--- config.mk ---
export PLATFORM = sky130hd
export DESIGN_NAME = hbuf_host_port
export DESIGN_NICKNAME = d
export VERILOG_FILES = /design/src/rtl/hbuf_pkg.sv /design/src/rtl/hbuf_cycle_ctl.sv /design/src/rtl/hbuf_byte_lane.sv /design/src/rtl/hbuf_irq_gen.sv /design/src/rtl/hbuf_host_port.sv
export SDC_FILE = /design/constraint.sdc
export NUM_CORES = 1
export LEC_CHECK = 0
export ABC_AREA = 1
export ABC_CLOCK_PERIOD_IN_PS = 1900
export BUFFER_PORTS_ARGS = -buffer_cell sky130_fd_sc_hd__buf_2
export CORE_ASPECT_RATIO = 0.9
export CORE_UTILIZATION = 48
export CTS_CLUSTER_DIAMETER = 40
export DETAILED_ROUTE_END_ITERATION = 10
export PLACE_DENSITY = 0.78
export SLEW_MARGIN = 20
export SYNTH_ARGS = -nofsm -noshare
export SYNTH_HDL_FRONTEND = slang
export SYNTH_SLANG_ARGS = --single-unit
--- constraint.sdc ---
create_clock -name clk -period 1.9 [get_ports clk]
set_input_delay 0.19 -clock clk [delete_from_list [all_inputs] [get_ports clk]]
set_output_delay 0.19 -clock clk [all_outputs]
set_load 0.02 [all_outputs]
--- src/rtl/hbuf_pkg.sv ---
package hbuf_pkg;

    typedef enum logic [2:0] {
        ST_IDLE,
        ST_WAIT_REL,
        ST_ACCESS,
        ST_HOLD,
        ST_FLUSH
    } cyc_state_e;

    typedef struct packed {
        logic rd;    // cycle is a read
        logic ram;   // RAM space, else register space
        logic acc;   // cycle touches storage
        logic zw;    // zero-wait handshake
    } cyc_cmd_t;

    // Direction decode: polarity only matters on the 16-bit path
    function automatic logic dir_is_read(input logic wide, input logic pol, input logic rdwr);
        if (wide) return (rdwr == pol);
        return rdwr;
    endfunction

    // Byte-select decode: polarity 0 means high line = upper byte
    function automatic logic lane_is_upper(input logic line, input logic pol);
        return line ^ pol;
    endfunction

    // Opening byte fetches on reads; closing byte commits on writes
    function automatic logic needs_access(input logic wide, input logic rd,
                                          input logic upper, input logic upper_first);
        logic opening;
        opening = (upper == upper_first);
        if (wide) return 1'b1;
        return rd ? opening : !opening;
    endfunction

    function automatic int pulse_cycles(input int clk_hz, input int width_ns);
        int c;
        c = (clk_hz / 1000) * width_ns / 1000000;
        return (c < 2) ? 2 : c;
    endfunction

endpackage

--- src/rtl/hbuf_cycle_ctl.sv ---
module hbuf_cycle_ctl
    import hbuf_pkg::*;
#(
    parameter int AW = 8
) (
    input  logic          clk,
    input  logic          rst,
    input  logic          sel,
    input  logic          strb,
    input  logic          addr_pass,
    input  cyc_cmd_t      live_cmd,
    input  logic [AW-1:0] live_addr,
    input  logic          acc_done,
    output logic          start_o,
    output logic          cap_wdata_o,
    output logic          rd_load_o,
    output logic          ready_o,
    output logic          acc_req_o,
    output logic          acc_we_o,
    output logic          acc_ram_o,
    output logic [AW-1:0] acc_addr_o
);

    cyc_state_e    state;
    cyc_cmd_t      cmd_q;
    logic [AW-1:0] addr_q;
    logic          release_w;

    assign start_o     = (state == ST_IDLE) && sel && strb;
    assign release_w   = (state == ST_WAIT_REL) && !strb;
    assign cap_wdata_o = (start_o && !live_cmd.zw && !live_cmd.rd) || (release_w && !cmd_q.rd);
    assign rd_load_o   = (state == ST_ACCESS) && acc_done && cmd_q.rd;
    assign ready_o     = (state == ST_HOLD) ||
                         (cmd_q.zw && ((state == ST_ACCESS) || (state == ST_FLUSH)));
    assign acc_we_o    = !cmd_q.rd;
    assign acc_ram_o   = cmd_q.ram;
    assign acc_addr_o  = addr_q;

    always_ff @(posedge clk) begin
        if (rst) begin
            state     <= ST_IDLE;
            cmd_q     <= '0;
            addr_q    <= '0;
            acc_req_o <= 1'b0;
        end else begin
            acc_req_o <= 1'b0;
            unique case (state)
                ST_IDLE: begin
                    if (start_o) begin
                        cmd_q  <= live_cmd;
                        addr_q <= live_addr;
                        if (live_cmd.zw) begin
                            state <= ST_WAIT_REL;
                        end else if (live_cmd.acc) begin
                            state     <= ST_ACCESS;
                            acc_req_o <= 1'b1;
                        end else begin
                            state <= ST_HOLD;
                        end
                    end
                end
                ST_WAIT_REL: begin
                    if (!strb) begin
                        if (addr_pass) addr_q <= live_addr;
                        if (cmd_q.acc) begin
                            state     <= ST_ACCESS;
                            acc_req_o <= 1'b1;
                        end else begin
                            state <= ST_FLUSH;
                        end
                    end
                end
                ST_ACCESS: begin
                    if (acc_done) state <= cmd_q.zw ? ST_IDLE : ST_HOLD;
                end
                ST_HOLD: begin
                    if (!strb) state <= ST_IDLE;
                end
                ST_FLUSH: state <= ST_IDLE;
                default:  state <= ST_IDLE;
            endcase
        end
    end

    AST_REQ_ONE_CYCLE: assert property (@(posedge clk) disable iff (rst)
        acc_req_o |=> !acc_req_o);
    AST_NZ_READY_HELD: assert property (@(posedge clk) disable iff (rst)
        (ready_o && !cmd_q.zw && strb) |=> ready_o);
    AST_NZ_READY_DROP: assert property (@(posedge clk) disable iff (rst)
        (ready_o && !cmd_q.zw && !strb) |=> !ready_o);
    AST_ZW_RELEASE_READY: assert property (@(posedge clk) disable iff (rst)
        ((state == ST_WAIT_REL) && !strb) |=> ready_o);

endmodule

--- src/rtl/hbuf_byte_lane.sv ---
module hbuf_byte_lane #(
    parameter int DW = 16
) (
    input  logic          clk,
    input  logic          rst,
    input  logic          start,
    input  logic          live_wide,
    input  logic          live_upper,
    input  logic          cap_wdata,
    input  logic [DW-1:0] din,
    input  logic          rd_load,
    input  logic [DW-1:0] rdata,
    output logic [DW-1:0] wword,
    output logic [DW-1:0] dout
);

    localparam int BW = DW / 2;

    logic [DW-1:0] hold_q;
    logic [DW-1:0] rword_q;
    logic          upper_q;
    logic          wide_q;
    logic          eff_wide;
    logic          eff_upper;

    assign eff_wide  = start ? live_wide  : wide_q;
    assign eff_upper = start ? live_upper : upper_q;
    assign wword     = hold_q;

    always_ff @(posedge clk) begin
        if (rst) begin
            hold_q  <= '0;
            rword_q <= '0;
            upper_q <= 1'b0;
            wide_q  <= 1'b1;
        end else begin
            if (start) begin
                upper_q <= live_upper;
                wide_q  <= live_wide;
            end
            if (cap_wdata) begin
                if (eff_wide)       hold_q         <= din;
                else if (eff_upper) hold_q[DW-1:BW] <= din[BW-1:0];
                else                hold_q[BW-1:0]  <= din[BW-1:0];
            end
            if (rd_load) rword_q <= rdata;
        end
    end

    generate
        if (DW == 2 * BW) begin : g_lane_mux
            always_comb begin
                if (wide_q)       dout = rword_q;
                else if (upper_q) dout = {{BW{1'b0}}, rword_q[DW-1:BW]};
                else              dout = {{BW{1'b0}}, rword_q[BW-1:0]};
            end
        end else begin : g_odd
            assign dout = rword_q;
        end
    endgenerate

endmodule

--- src/rtl/hbuf_irq_gen.sv ---
module hbuf_irq_gen
    import hbuf_pkg::*;
#(
    parameter int CLK_HZ   = 125000000,
    parameter int PULSE_NS = 500
) (
    input  logic clk,
    input  logic rst,
    input  logic irq_event,
    input  logic irq_level_mode,
    input  logic irq_clr,
    output logic irq_n
);

    localparam int PULSE_CYC = pulse_cycles(CLK_HZ, PULSE_NS);
    localparam int CW        = $clog2(PULSE_CYC + 1);

    logic          active_q;
    logic          level_q;
    logic [CW-1:0] cnt_q;

    assign irq_n = !active_q;

    always_ff @(posedge clk) begin
        if (rst) begin
            active_q <= 1'b0;
            level_q  <= 1'b0;
            cnt_q    <= '0;
        end else if (irq_event) begin
            active_q <= 1'b1;
            level_q  <= irq_level_mode;
            cnt_q    <= CW'(PULSE_CYC - 1);
        end else if (active_q) begin
            if (level_q) begin
                if (irq_clr) active_q <= 1'b0;
            end else if (cnt_q == '0) begin
                active_q <= 1'b0;
            end else begin
                cnt_q <= cnt_q - 1'b1;
            end
        end
    end

    AST_PULSE_MIN_TWO: assert property (@(posedge clk) disable iff (rst)
        ($fell(irq_n) && !level_q) |=> !irq_n);
    AST_LEVEL_HOLDS: assert property (@(posedge clk) disable iff (rst)
        (!irq_n && level_q && !irq_clr && !irq_event) |=> !irq_n);

endmodule

--- src/rtl/hbuf_host_port.sv ---
module hbuf_host_port
    import hbuf_pkg::*;
#(
    parameter int AW       = 8,
    parameter int DW       = 16,
    parameter int CLK_HZ   = 125000000,
    parameter int PULSE_NS = 500
) (
    input  logic          clk,
    input  logic          rst,
    input  logic          host_sel,
    input  logic          host_strb,
    input  logic          host_mem_nreg,
    input  logic          host_rdwr,
    input  logic [AW-1:0] host_addr,
    input  logic [DW-1:0] host_din,
    output logic [DW-1:0] host_dout,
    output logic          host_ready,
    input  logic          host_byte_hi,
    input  logic          strap_wide,
    input  logic          strap_pol,
    input  logic          strap_msb_first,
    input  logic          strap_nz_wait,
    input  logic          strap_addr_pass,
    input  logic          irq_event,
    input  logic          irq_level_mode,
    input  logic          irq_clr,
    output logic          irq_n,
    output logic          acc_req,
    output logic          acc_we,
    output logic          acc_ram,
    output logic [AW-1:0] acc_addr,
    output logic [DW-1:0] acc_wdata,
    input  logic [DW-1:0] acc_rdata,
    input  logic          acc_done
);

    cyc_cmd_t live_cmd;
    logic     live_upper;
    logic     start_w;
    logic     cap_wdata_w;
    logic     rd_load_w;

    always_comb begin
        live_upper   = lane_is_upper(host_byte_hi, strap_pol);
        live_cmd.rd  = dir_is_read(strap_wide, strap_pol, host_rdwr);
        live_cmd.ram = host_mem_nreg;
        live_cmd.zw  = !strap_nz_wait;
        live_cmd.acc = needs_access(strap_wide, live_cmd.rd, live_upper, strap_msb_first);
    end

    hbuf_cycle_ctl #(.AW(AW)) u_ctl (
        .clk         (clk),
        .rst         (rst),
        .sel         (host_sel),
        .strb        (host_strb),
        .addr_pass   (strap_addr_pass),
        .live_cmd    (live_cmd),
        .live_addr   (host_addr),
        .acc_done    (acc_done),
        .start_o     (start_w),
        .cap_wdata_o (cap_wdata_w),
        .rd_load_o   (rd_load_w),
        .ready_o     (host_ready),
        .acc_req_o   (acc_req),
        .acc_we_o    (acc_we),
        .acc_ram_o   (acc_ram),
        .acc_addr_o  (acc_addr)
    );

    hbuf_byte_lane #(.DW(DW)) u_lane (
        .clk        (clk),
        .rst        (rst),
        .start      (start_w),
        .live_wide  (strap_wide),
        .live_upper (live_upper),
        .cap_wdata  (cap_wdata_w),
        .din        (host_din),
        .rd_load    (rd_load_w),
        .rdata      (acc_rdata),
        .wword      (acc_wdata),
        .dout       (host_dout)
    );

    hbuf_irq_gen #(.CLK_HZ(CLK_HZ), .PULSE_NS(PULSE_NS)) u_irq (
        .clk            (clk),
        .rst            (rst),
        .irq_event      (irq_event),
        .irq_level_mode (irq_level_mode),
        .irq_clr        (irq_clr),
        .irq_n          (irq_n)
    );

    AST_REQ_ROUTE_STABLE: assert property (@(posedge clk) disable iff (rst)
        (acc_req && !acc_done) |=> ($stable(acc_ram) && $stable(acc_we)));

endmodule

==> results.yml <==
sta:
  whs_ns: 0.0823
  worst_pin_slew_ns: 0.478
  clock_skew_ns: 0.00410
  relSlewSlack: 0.681
  clock.fmax_mhz: 559
  period_share: 0.942
  finalCriticalPeriod_ns: 1.79
  drv_slew: 0
  finalSetupViolations: 0
  grt_setup_unrepaired: "no"
  hold_violations: 0
  setup_tns_ns: 0
synth:
  synth_mux_area_frac: 0.0327
  synthesis.nets: 459
  ys_seq_elements: 58
  yosys.area_share.simple: 0.321
  syn_area_mm2: 0.00275
  seq_area_frac_synth: 0.422
  synth_top_family_by_area: "simple AND/OR/NAND/NOR gates"
  synthAdderAreaFrac: 0.00909
  syn_avg_cell_area_um2: 6.86
  synth-xor-area-share: 0.00636
  synth_compound_gate_area_share: 0.125
  yosysWarnings: 0
  syn_inst: 401
  yosys.cell_types.count: 32
global_routing:
  grt_usage: 0.232
  globalRouteMet3Util: 0.0733
  grt_overflow_total: 0
  grt_pass1_wl_mm: 10.6
  met1_usage: 0.298
  grt_max_degree: 49
  antenna_found_initial: 0
  top_usage_layer: "met2"
  grt.met2_usage: 0.359
  grt_pass1_vias: 2422
finish:
  n_antenna_cell: 0
  fin_nets: 565
  layout-drive-gt1-share: 0.280
  area_growth_pct: 27.6
  fillers: 505
clock_tree:
  post_cts_buffers: 0
  cts_resized: 0
  clock-sinks: 58
  cts_tree: "built"
  ctsLongestPathBuffers: 2
  htree_levels: 3
  cts_buffers: 9
  clkTransAtPathRegs_ns: 0.06
  root_buffer: "clkbuf_8"
  insertion_delay_ns: 0.33
  hold_buffers: 0
critical_path:
  endpoint: "host_dout[1]"
  cpMaxStageDelayCell: "mux2_2"
  crit_path_start_kind: "flip-flop"
  max_stage_delay_ns: 0.40
  end_kind: "primary output"
  r2r-start: "u_ctl.state[0]"
  reg2reg_slack_ns: 0.26
  r2r-end: "u_lane.wword[3]"
  critPathKind: "flip-flop to primary output"
  path_cells: "inv_1 -> nand2_1 -> mux2_2 -> buf_2"
  critical_path.startpoint: "u_lane.wide_q"
  critPathArrivalTime_ns: 1.60
  cp.required_ns: 1.71
  r2r_cells: 9
  crit_fanout: 8
route:
  wirelength_mm: 6.60
  vias: 2798
  dr.pass1.iters: 4
  drc: 0
  vias_per_cell: 4.84
  drt_iter0_markers: 98
  wl_per_cell_um: 11.4
  ant_nets: 0
floorplanning:
  die-area_mm2: 0.00604
  fp-row-count: 25
  die-height_um: 73.8
  start_util: 0.512
  ioPinCount: 101
  die_x_um: 81.8
  core_area_mm2: 0.00538
power:
  powerDensity_mw_per_mm2: 1160
  worst_ir_drop_vdd_mv: 0.688
  p_leak_uw: 0.00196
place:
  port_buffers: 100
  gp_congestion: 0.863
  dpl.hpwl_mm: 4.94
status:
  outcome: "finished, final reports clean"
worst_hold_path:
  hold_class: "input pin to flip-flop"
run:
  drv_cap: 0
==> where the power goes <==
part / internal [uW] / switching (uW) / total, uW
clock: 630 / 449 / 1080
combinational: 493 / 956 / 1450
sequential: 1440 / 124 / 1560
==> layer usage <==
layer  routed length [um]  share of wire
met5                    0              0
met4                   91          0.014
met3                  402          0.061
met1                 3010           0.46
met2                 3100           0.47
==> cell families (layout without fill, tap and decap cells) <==
family	count (synthesis)	in the layout
simple gates	214	214
flops	58	58
compound gates	59	59
fa+ha+maj	2	2
buf+inv	58	168
xor+xnor	2	2
mux	8	8
==> state kept, by name (all words and copies together) (netlist names), 3 cells and up <==
register / count
u_lane.wword: 16
u_irq.cnt_q: 6
u_ctl.cmd_q: 3
u_ctl.state: 3
u_ctl.acc_addr_o: 8
u_lane.rword_q: 16
==> cell usage after synthesis <==
library cell / n / area [um2]
o22ai_1: 1 / 6.26
o21ai_1: 1 / 5.00
nand2_4: 1 / 11.3
a211oi_1: 1 / 7.51
a31oi_1: 1 / 6.26
nor3_4: 1 / 16.3
clkbuf_1: 7 / 26.3
buf_4: 1 / 7.51
nor2_8: 1 / 20.0
xor2_1: 1 / 8.76
inv_1: 45 / 169
nand3_1: 9 / 45.0
xnor2_1: 1 / 8.76
buf_2: 1 / 5.00
dfxtp_1: 58 / 1160
ha_1: 2 / 25.0
nand3b_1: 2 / 15.0
nand2_1: 95 / 357
nor2_1: 96 / 360
o21ai_4: 3 / 48.8
mux2_2: 8 / 90.1
nand2_2: 5 / 31.3
o21ai_2: 2 / 17.5
nand4_1: 1 / 6.26
inv_2: 2 / 7.51
nand4_2: 1 / 12.5
o21ai_0: 40 / 200
buf_6: 1 / 11.3
a21oi_1: 9 / 45.0
clkinv_1: 1 / 3.75
o211ai_1: 1 / 7.51
nor3_1: 2 / 10.0
==> worst max-delay path: cells and delay by family (launching register included) <==
kind          cells  cell delay, ns
buf+inv           2            0.24
flops             1            0.33
mux               1            0.40
simple gates      1            0.30
==> per-stage QoR <==
| step | worst slack (ns) | util | area, um2 | power (uW) | std cells |
|---|---|---|---|---|---|
| after floorplan | 0.367 | - | 2750 | 2610 | 401 |
| after global placement | 0.327 | 0.618 | 3320 | 3000 | 563 |
| after detailed placement | 0.247 | 0.618 | 3320 | 3030 | 563 |
| after CTS | 0.0997 | 0.652 | 3510 | 4120 | 578 |
| after global routing | 0.0266 | 0.653 | 3510 | 4380 | 578 |
| final | 0.110 | 0.653 | 3510 | 4090 | 578 |
==> layout make-up <==
class                           instances  area (um2)  share of cell area
Clock buffer                           12         145              0.0413
Clock inverter                          3        40.0              0.0114
Inverter                               48         180              0.0513
Multi-Input combinational cell        285        1360               0.388
Sequential cell                        58        1160               0.331
Tap cell                               67        83.8              0.0239
Timing Repair Buffer                  105         538               0.153
==> cell usage in the layout, fill, tap and decap left out, types with 2 or more instances in the layout <==
cell type,count
a21oi_1,9
buf_2,100
buf_4,5
clkbuf_1,2
clkbuf_8,10
clkinv_2,2
dfxtp_1,58
ha_1,2
inv_1,45
inv_2,2
mux2_2,8
nand2_1,95
nand2_2,5
nand3_1,9
nand3b_1,2
nor2_1,95
nor3_1,2
o21ai_0,40
o21ai_2,2
o21ai_4,3
==> worst min-delay path by stage <==
stage / slack, ns / endpoint / depth (start not counted) / start
after global routing: 0.09 / u_lane.rword_q[9] / 3 / acc_rdata[9]
final: 0.08 / u_irq.level_q / 3 / irq_level_mode
after global placement: 0.41 / u_irq.level_q / 3 / irq_level_mode
after detailed placement: 0.42 / u_irq.level_q / 3 / irq_level_mode
after CTS: 0.07 / u_irq.level_q / 3 / irq_level_mode
after floorplan: 0.32 / u_lane.rword_q[10] / 2 / acc_rdata[10]
Power figures use the tool's default switching activity.
